===== config.mk =====
export PLATFORM = sky130hd
export DESIGN_NAME = bb_unit
export DESIGN_NICKNAME = d
export VERILOG_FILES = /design/src/rtl/bb_pkg.sv /design/src/rtl/bb_bit_test.sv /design/src/rtl/bb_target_gen.sv /design/src/rtl/bb_ctrl.sv /design/src/rtl/bb_unit.sv
export SDC_FILE = /design/constraint.sdc
export NUM_CORES = 1
export LEC_CHECK = 0
export BUFFER_PORTS_ARGS = -buffer_cell sky130_fd_sc_hd__buf_4
export CORE_MARGIN = 3
export CORE_UTILIZATION = 40
export CTS_CLUSTER_DIAMETER = 120
export DETAILED_ROUTE_END_ITERATION = 16
export PLACE_DENSITY = 0.71
export SKIP_CTS_REPAIR_TIMING = 1
export SYNTH_ARGS = -nofsm -noshare
export SYNTH_HDL_FRONTEND = slang
export SYNTH_SLANG_ARGS = --single-unit

===== constraint.sdc =====
create_clock -name clk -period 7 [get_ports clk]
set_input_delay 0.7 -clock clk [delete_from_list [all_inputs] [get_ports clk]]
set_output_delay 0.7 -clock clk [all_outputs]
set_load 0.1 [all_outputs]

===== src/rtl/bb_pkg.sv =====
package bb_pkg;
    typedef enum logic [1:0] {
        ST_IDLE   = 2'd0,
        ST_BRANCH = 2'd1,
        ST_TRAP   = 2'd2
    } bb_state_t;
endpackage


===== src/rtl/bb_bit_test.sv =====
module bb_bit_test #(
    parameter int XLEN = 64,
    localparam int POSW = $clog2(XLEN)
) (
    input  logic [XLEN-1:0] operand,
    input  logic [POSW-1:0] bit_pos,
    input  logic            pol_set,
    output logic            cond
);
    logic [XLEN-1:0] mask;
    logic            hit;

    always_comb begin
        mask = {{(XLEN-1){1'b0}}, 1'b1} << bit_pos;
        hit  = |(operand & mask);
        cond = pol_set ? hit : ~hit;
    end
endmodule


===== src/rtl/bb_target_gen.sv =====
module bb_target_gen #(
    parameter int XLEN       = 64,
    parameter int OFFW       = 16,
    parameter int INSN_BYTES = 4,
    localparam int SHIFT     = $clog2(INSN_BYTES)
) (
    input  logic [XLEN-1:0] pc,
    input  logic [OFFW-1:0] offset,
    output logic [XLEN-1:0] target
);
    logic [XLEN-1:0] off_ext;
    logic [XLEN-1:0] off_bytes;

    always_comb begin
        off_ext   = {{(XLEN-OFFW){offset[OFFW-1]}}, offset};
        off_bytes = off_ext << SHIFT;
        target    = pc + XLEN'(INSN_BYTES) + off_bytes;
    end
endmodule


===== src/rtl/bb_ctrl.sv =====
module bb_ctrl
    import bb_pkg::*;
#(
    parameter int XLEN = 64
) (
    input  logic            clk,
    input  logic            rst_n,
    input  logic            req_valid,
    input  logic            in_slot,
    input  logic            cond,
    input  logic [XLEN-1:0] tgt,
    output logic            res_valid,
    output logic            taken,
    output logic [XLEN-1:0] target,
    output logic            slot_next,
    output logic            ri_trap
);
    bb_state_t       state_q, state_d;
    logic            cond_q;
    logic [XLEN-1:0] tgt_q;

    always_comb begin
        state_d = ST_IDLE;
        unique case (state_q)
            ST_IDLE, ST_BRANCH, ST_TRAP: begin
                if (req_valid && in_slot)  state_d = ST_TRAP;
                else if (req_valid)        state_d = ST_BRANCH;
                else                       state_d = ST_IDLE;
            end
            default: state_d = ST_IDLE;
        endcase
    end

    always_ff @(posedge clk) begin
        if (!rst_n) begin
            state_q <= ST_IDLE;
            cond_q  <= 1'b0;
            tgt_q   <= '0;
        end else begin
            state_q <= state_d;
            if (req_valid) begin
                cond_q <= cond;
                tgt_q  <= tgt;
            end
        end
    end

    always_comb begin
        res_valid = 1'b0;
        taken     = 1'b0;
        target    = '0;
        slot_next = 1'b0;
        ri_trap   = 1'b0;
        unique case (state_q)
            ST_IDLE: ;
            ST_BRANCH: begin
                res_valid = 1'b1;
                taken     = cond_q;
                target    = tgt_q;
                slot_next = 1'b1;
            end
            ST_TRAP: begin
                res_valid = 1'b1;
                ri_trap   = 1'b1;
            end
            default: ;
        endcase
    end
endmodule


===== src/rtl/bb_unit.sv =====
module bb_unit #(
    parameter int XLEN = 64,
    parameter int OFFW = 16,
    localparam int POSW = $clog2(XLEN)
) (
    input  logic            clk,
    input  logic            rst_n,
    input  logic            req_valid,
    input  logic [XLEN-1:0] operand,
    input  logic [POSW-1:0] bit_pos,
    input  logic            pol_set,
    input  logic [OFFW-1:0] offset,
    input  logic [XLEN-1:0] pc,
    input  logic            in_slot,
    output logic            res_valid,
    output logic            taken,
    output logic [XLEN-1:0] target,
    output logic            slot_next,
    output logic            ri_trap
);
    logic            cond;
    logic [XLEN-1:0] tgt;

    bb_bit_test #(.XLEN(XLEN)) u_test (
        .operand (operand),
        .bit_pos (bit_pos),
        .pol_set (pol_set),
        .cond    (cond)
    );

    bb_target_gen #(.XLEN(XLEN), .OFFW(OFFW), .INSN_BYTES(4)) u_tgt (
        .pc     (pc),
        .offset (offset),
        .target (tgt)
    );

    bb_ctrl #(.XLEN(XLEN)) u_ctrl (
        .clk       (clk),
        .rst_n     (rst_n),
        .req_valid (req_valid),
        .in_slot   (in_slot),
        .cond      (cond),
        .tgt       (tgt),
        .res_valid (res_valid),
        .taken     (taken),
        .target    (target),
        .slot_next (slot_next),
        .ri_trap   (ri_trap)
    );
endmodule


==> impl_metrics.toml <==
[run_status]
run_status = "finished, final reports clean"

[placed_design]
dpl_cell_area_um2 = 9740
place_hpwl_mm = 18.4
dp_worst_setup_slack_ns = 2.71
gp_routability_congestion = 0.932
numPortBuffers = 222

[global_route]
first_global_vias = 7687
grt_max_degree = 72
global_route.overflow_total = 0
antenna_found_initial = 0
grtUsageTotal_pct = 20.7
grt_first_pass_wirelength_mm = 37.5

[setup_path]
cp_cell_sequence = "buf_4, ha_1, ha_1, a21oi_1, o2111ai_1, a21boi_0, o221ai_1, a31oi_1, o41ai_2, a21oi_1, o21ai_0, xnor2_1, mux2i_1, nor2b_1"
crit_fanout = 47
wp_depth = 14
crit_start = "offset[15]"
timing.critical_path.slowest_cell_delay_ns = 0.45
regToRegStartpoint = "u_ctrl.state_q[0]"
worst-r2r-setup-slack_ns = 6.18
critical_path_class = "in2reg"
endpoint = "u_ctrl.tgt_q[59]"
worstSetupEndpointType = "flip-flop"
worst_ep_required_time_ns = 7.24
worst-endpoint-arrival_ns = 4.19
timing.reg2reg.worst_path_depth = 2
cp_slowest_cell = "sky130_fd_sc_hd__buf_4"
worst_setup_path_start_kind = "input port"
crit_family = "compound AO/OA/AOI/OAI gates"
cp.buffers_inverters = 1
reg2reg_to = "u_ctrl.state_q[1]"

[floorplanning]
num_rows = 51
top_level_ports = 223
floorplan.die_area_um2 = 21700
fp.dieW_um = 147
die_boundary_height_um = 147
core_area_um2 = 19500
initial_utilization_pct = 40.9

[yosys]
synth-async-reset-ratio_pct = 0
synth_top_family_by_area = "simple AND/OR/NAND/NOR gates"
synthMuxAreaShare_pct = 6.77
synth_sequential_area_ratio_pct = 16.8
syn_area_per_cell_um2 = 8.01
ys_warn_count = 0
postSynthCellCount = 996
synth_fa_ha_area_share_pct = 19.7
synth_fp_nets = 1276
synth-seq-cells = 67
number_of_enable_flip_flop_cells_after_synthesis = 0
synth_xor_area_share_pct = 6.47
synth_compound_gate_area_share_pct = 22.5
synth_flop_cell = "sky130_fd_sc_hd__dfxtp_1"
post_synth_instance_area_um2 = 7980
post_synth_num_cell_types = 78
synth_simple_gate_area_share_pct = 23.4

[timing]
timing_worst_slew_pin_value_ns = 1.01
slew_violations = 0
worst_clock_skew_ns = 0.00000833
post-route-min-period_ns = 3.95
final-setup-viol-count = 0
final_min_period_over_clock_period_pct = 56.4
max_freq_mhz = 253
timing.hold.ws_ns = 0.453
final_total_negative_setup_slack_ns = 0
hold_viol_final = 0
relSlewSlack_pct = 32.4
rsz0062_at_grt = "no"
layout_setup_ws_ns = 3.05

[clock_network]
clock_sinks = 67
clk_latency_ns = 0.34
clk_pin_slew_ns = 0.06
cts_made_buffers = 9
cts_max_level = 3
tritoncts = "yes"
cts_root_buffer = "sky130_fd_sc_hd__clkbuf_16"
cts_max_path_buffers = 2

[route]
post-route-drc-count = 0
totalWireLength_mm = 23.3
via_count = 7881
drt-wirelength-per-cell_um = 16.1
drt_first_pass_iters = 5
route.detailed.vias_per_inst = 5.46
detailedRoute.firstIterationViolations = 502
number_of_nets_still_failing_antenna_checks_after_routing = 0

[min_path]
hold_path.class = "reg2reg"
holdPathStages = 2

[layout]
layout.cell_area.non_filler_um2 = 10100
most_frequent_standard_cell_in_the_layout_excluding_fill_and_tap_cells = "sky130_fd_sc_hd__buf_4"
commonest_non_fill_non_tap_cells_in_the_layout = "sky130_fd_sc_hd__buf_4, sky130_fd_sc_hd__ha_1, sky130_fd_sc_hd__a21oi_1"
area_growth_pct = 26.2
final_core_utilization_pct = 51.6
fin_nets = 1453
diode_count = 0
drive_above_1_share_pct = 22.7

[power_and_ir_drop]
power_density_nw_per_um2 = 175
ir_worst_vdd_v = 0.000110
power_leakage_nw = 4.92

[run]
max-cap-violations = 0
==> report_power, final <==
part | internal [W] | switching [W] | leakage [nW]
clock network | 0.000331 | 0.000187 | 0.159
registers | 0.000432 | 0.0000241 | 0.554
logic | 0.000339 | 0.000454 | 4.21
==> logic make-up (layout without fill, tap and decap cells) <==
| group | Yosys count | in the layout |
|---|---|---|
| AND/OR/NAND/NOR | 341 | 341 |
| AO/OA/AOI/OAI | 269 | 269 |
| adder cells (fa/ha/maj) | 125 | 125 |
| buffers and inverters | 84 | 266 |
| flip-flops | 67 | 67 |
| XOR/XNOR | 59 | 59 |
| multiplexers | 51 | 51 |
==> state kept, by name, summed over array words and instances (netlist names) <==
signal          cells
u_ctrl.state_q      2
u_ctrl.tgt_q       64
u_ctrl.cond_q       1
==> tightest hold or removal path, stage by stage, from the launching register on <==
cell and delay [ns]:
sky130_fd_sc_hd__dfxtp_1 0.31, sky130_fd_sc_hd__nand2_1 0.05, sky130_fd_sc_hd__o21ai_1 0.05
==> worst min-delay path by stage <==
| stage | endpoint | from | slack (ns) |
|---|---|---|---|
| detailed placement | u_ctrl.tgt_q[63] | u_ctrl.tgt_q[63] | 0.44 |
| finish | u_ctrl.tgt_q[63] | u_ctrl.tgt_q[63] | 0.45 |
| floorplan | u_ctrl.tgt_q[58] | u_ctrl.tgt_q[58] | 0.42 |
| global placement | u_ctrl.tgt_q[58] | u_ctrl.tgt_q[58] | 0.44 |
| global route | u_ctrl.tgt_q[63] | u_ctrl.tgt_q[63] | 0.48 |
| CTS | u_ctrl.tgt_q[63] | u_ctrl.tgt_q[63] | 0.45 |
==> synthesized netlist by cell type, types with 3 or more instances <==
cell / count / area share (%)
sky130_fd_sc_hd__a211oi_1: 5 / 0.47
sky130_fd_sc_hd__a21o_1: 38 / 3.6
sky130_fd_sc_hd__a21oi_1: 81 / 5.1
sky130_fd_sc_hd__a221o_1: 3 / 0.38
sky130_fd_sc_hd__a221oi_1: 3 / 0.33
sky130_fd_sc_hd__a22o_1: 4 / 0.44
sky130_fd_sc_hd__a31oi_1: 15 / 1.2
sky130_fd_sc_hd__a32oi_1: 5 / 0.55
sky130_fd_sc_hd__and2_1: 70 / 5.5
sky130_fd_sc_hd__and3_1: 9 / 0.71
sky130_fd_sc_hd__and4_1: 3 / 0.33
sky130_fd_sc_hd__buf_1: 6 / 0.28
sky130_fd_sc_hd__clkbuf_1: 44 / 2.1
sky130_fd_sc_hd__dfxtp_1: 67 / 17
sky130_fd_sc_hd__ha_1: 124 / 19
sky130_fd_sc_hd__inv_1: 26 / 1.2
sky130_fd_sc_hd__mux2_2: 4 / 0.56
sky130_fd_sc_hd__mux2i_1: 45 / 5.6
sky130_fd_sc_hd__nand2_1: 74 / 3.5
sky130_fd_sc_hd__nand2b_1: 6 / 0.47
sky130_fd_sc_hd__nand3_1: 28 / 1.8
sky130_fd_sc_hd__nand3b_1: 6 / 0.56
sky130_fd_sc_hd__nand4_1: 16 / 1.3
sky130_fd_sc_hd__nor2_1: 37 / 1.7
sky130_fd_sc_hd__nor2b_1: 58 / 4.5
sky130_fd_sc_hd__nor3_1: 7 / 0.44
sky130_fd_sc_hd__nor3b_1: 7 / 0.66
sky130_fd_sc_hd__nor4_1: 3 / 0.24
sky130_fd_sc_hd__o2111ai_1: 4 / 0.44
sky130_fd_sc_hd__o211a_1: 6 / 0.75
sky130_fd_sc_hd__o211ai_1: 3 / 0.28
sky130_fd_sc_hd__o21a_1: 6 / 0.56
sky130_fd_sc_hd__o21ai_0: 48 / 3.0
sky130_fd_sc_hd__o21ai_1: 4 / 0.25
sky130_fd_sc_hd__o21bai_1: 11 / 1.0
sky130_fd_sc_hd__o221ai_1: 5 / 0.55
sky130_fd_sc_hd__o31ai_1: 3 / 0.28
sky130_fd_sc_hd__or2_2: 3 / 0.24
sky130_fd_sc_hd__xnor2_1: 37 / 4.1
sky130_fd_sc_hd__xor2_1: 22 / 2.4
==> area by class of cell <==
class	instances	area [um2]
fill	1942	9460
multi-input combinational	845	6290
timing repair buffer	223	1670
sequential	67	1340
tap	265	332
clock buffer	12	256
inverter	27	101
clock inverter	4	72.6
==> per-layer routing <==
metal / global-route usage [%] / wire [um]
met1: 25.9 / 10100
met2: 35.0 / 11000
met3: 5.55 / 1680
met4: 6.43 / 536
met5: 0 / 0
==> stage by stage <==
step | cells | power [W]
floorplan | 996 | 0.00104
global placement | 1427 | 0.00124
detailed placement | 1427 | 0.00125
CTS | 1443 | 0.00178
global route | 1443 | 0.00188
finish | 1443 | 0.00177
(Power assumes the default switching activity.)
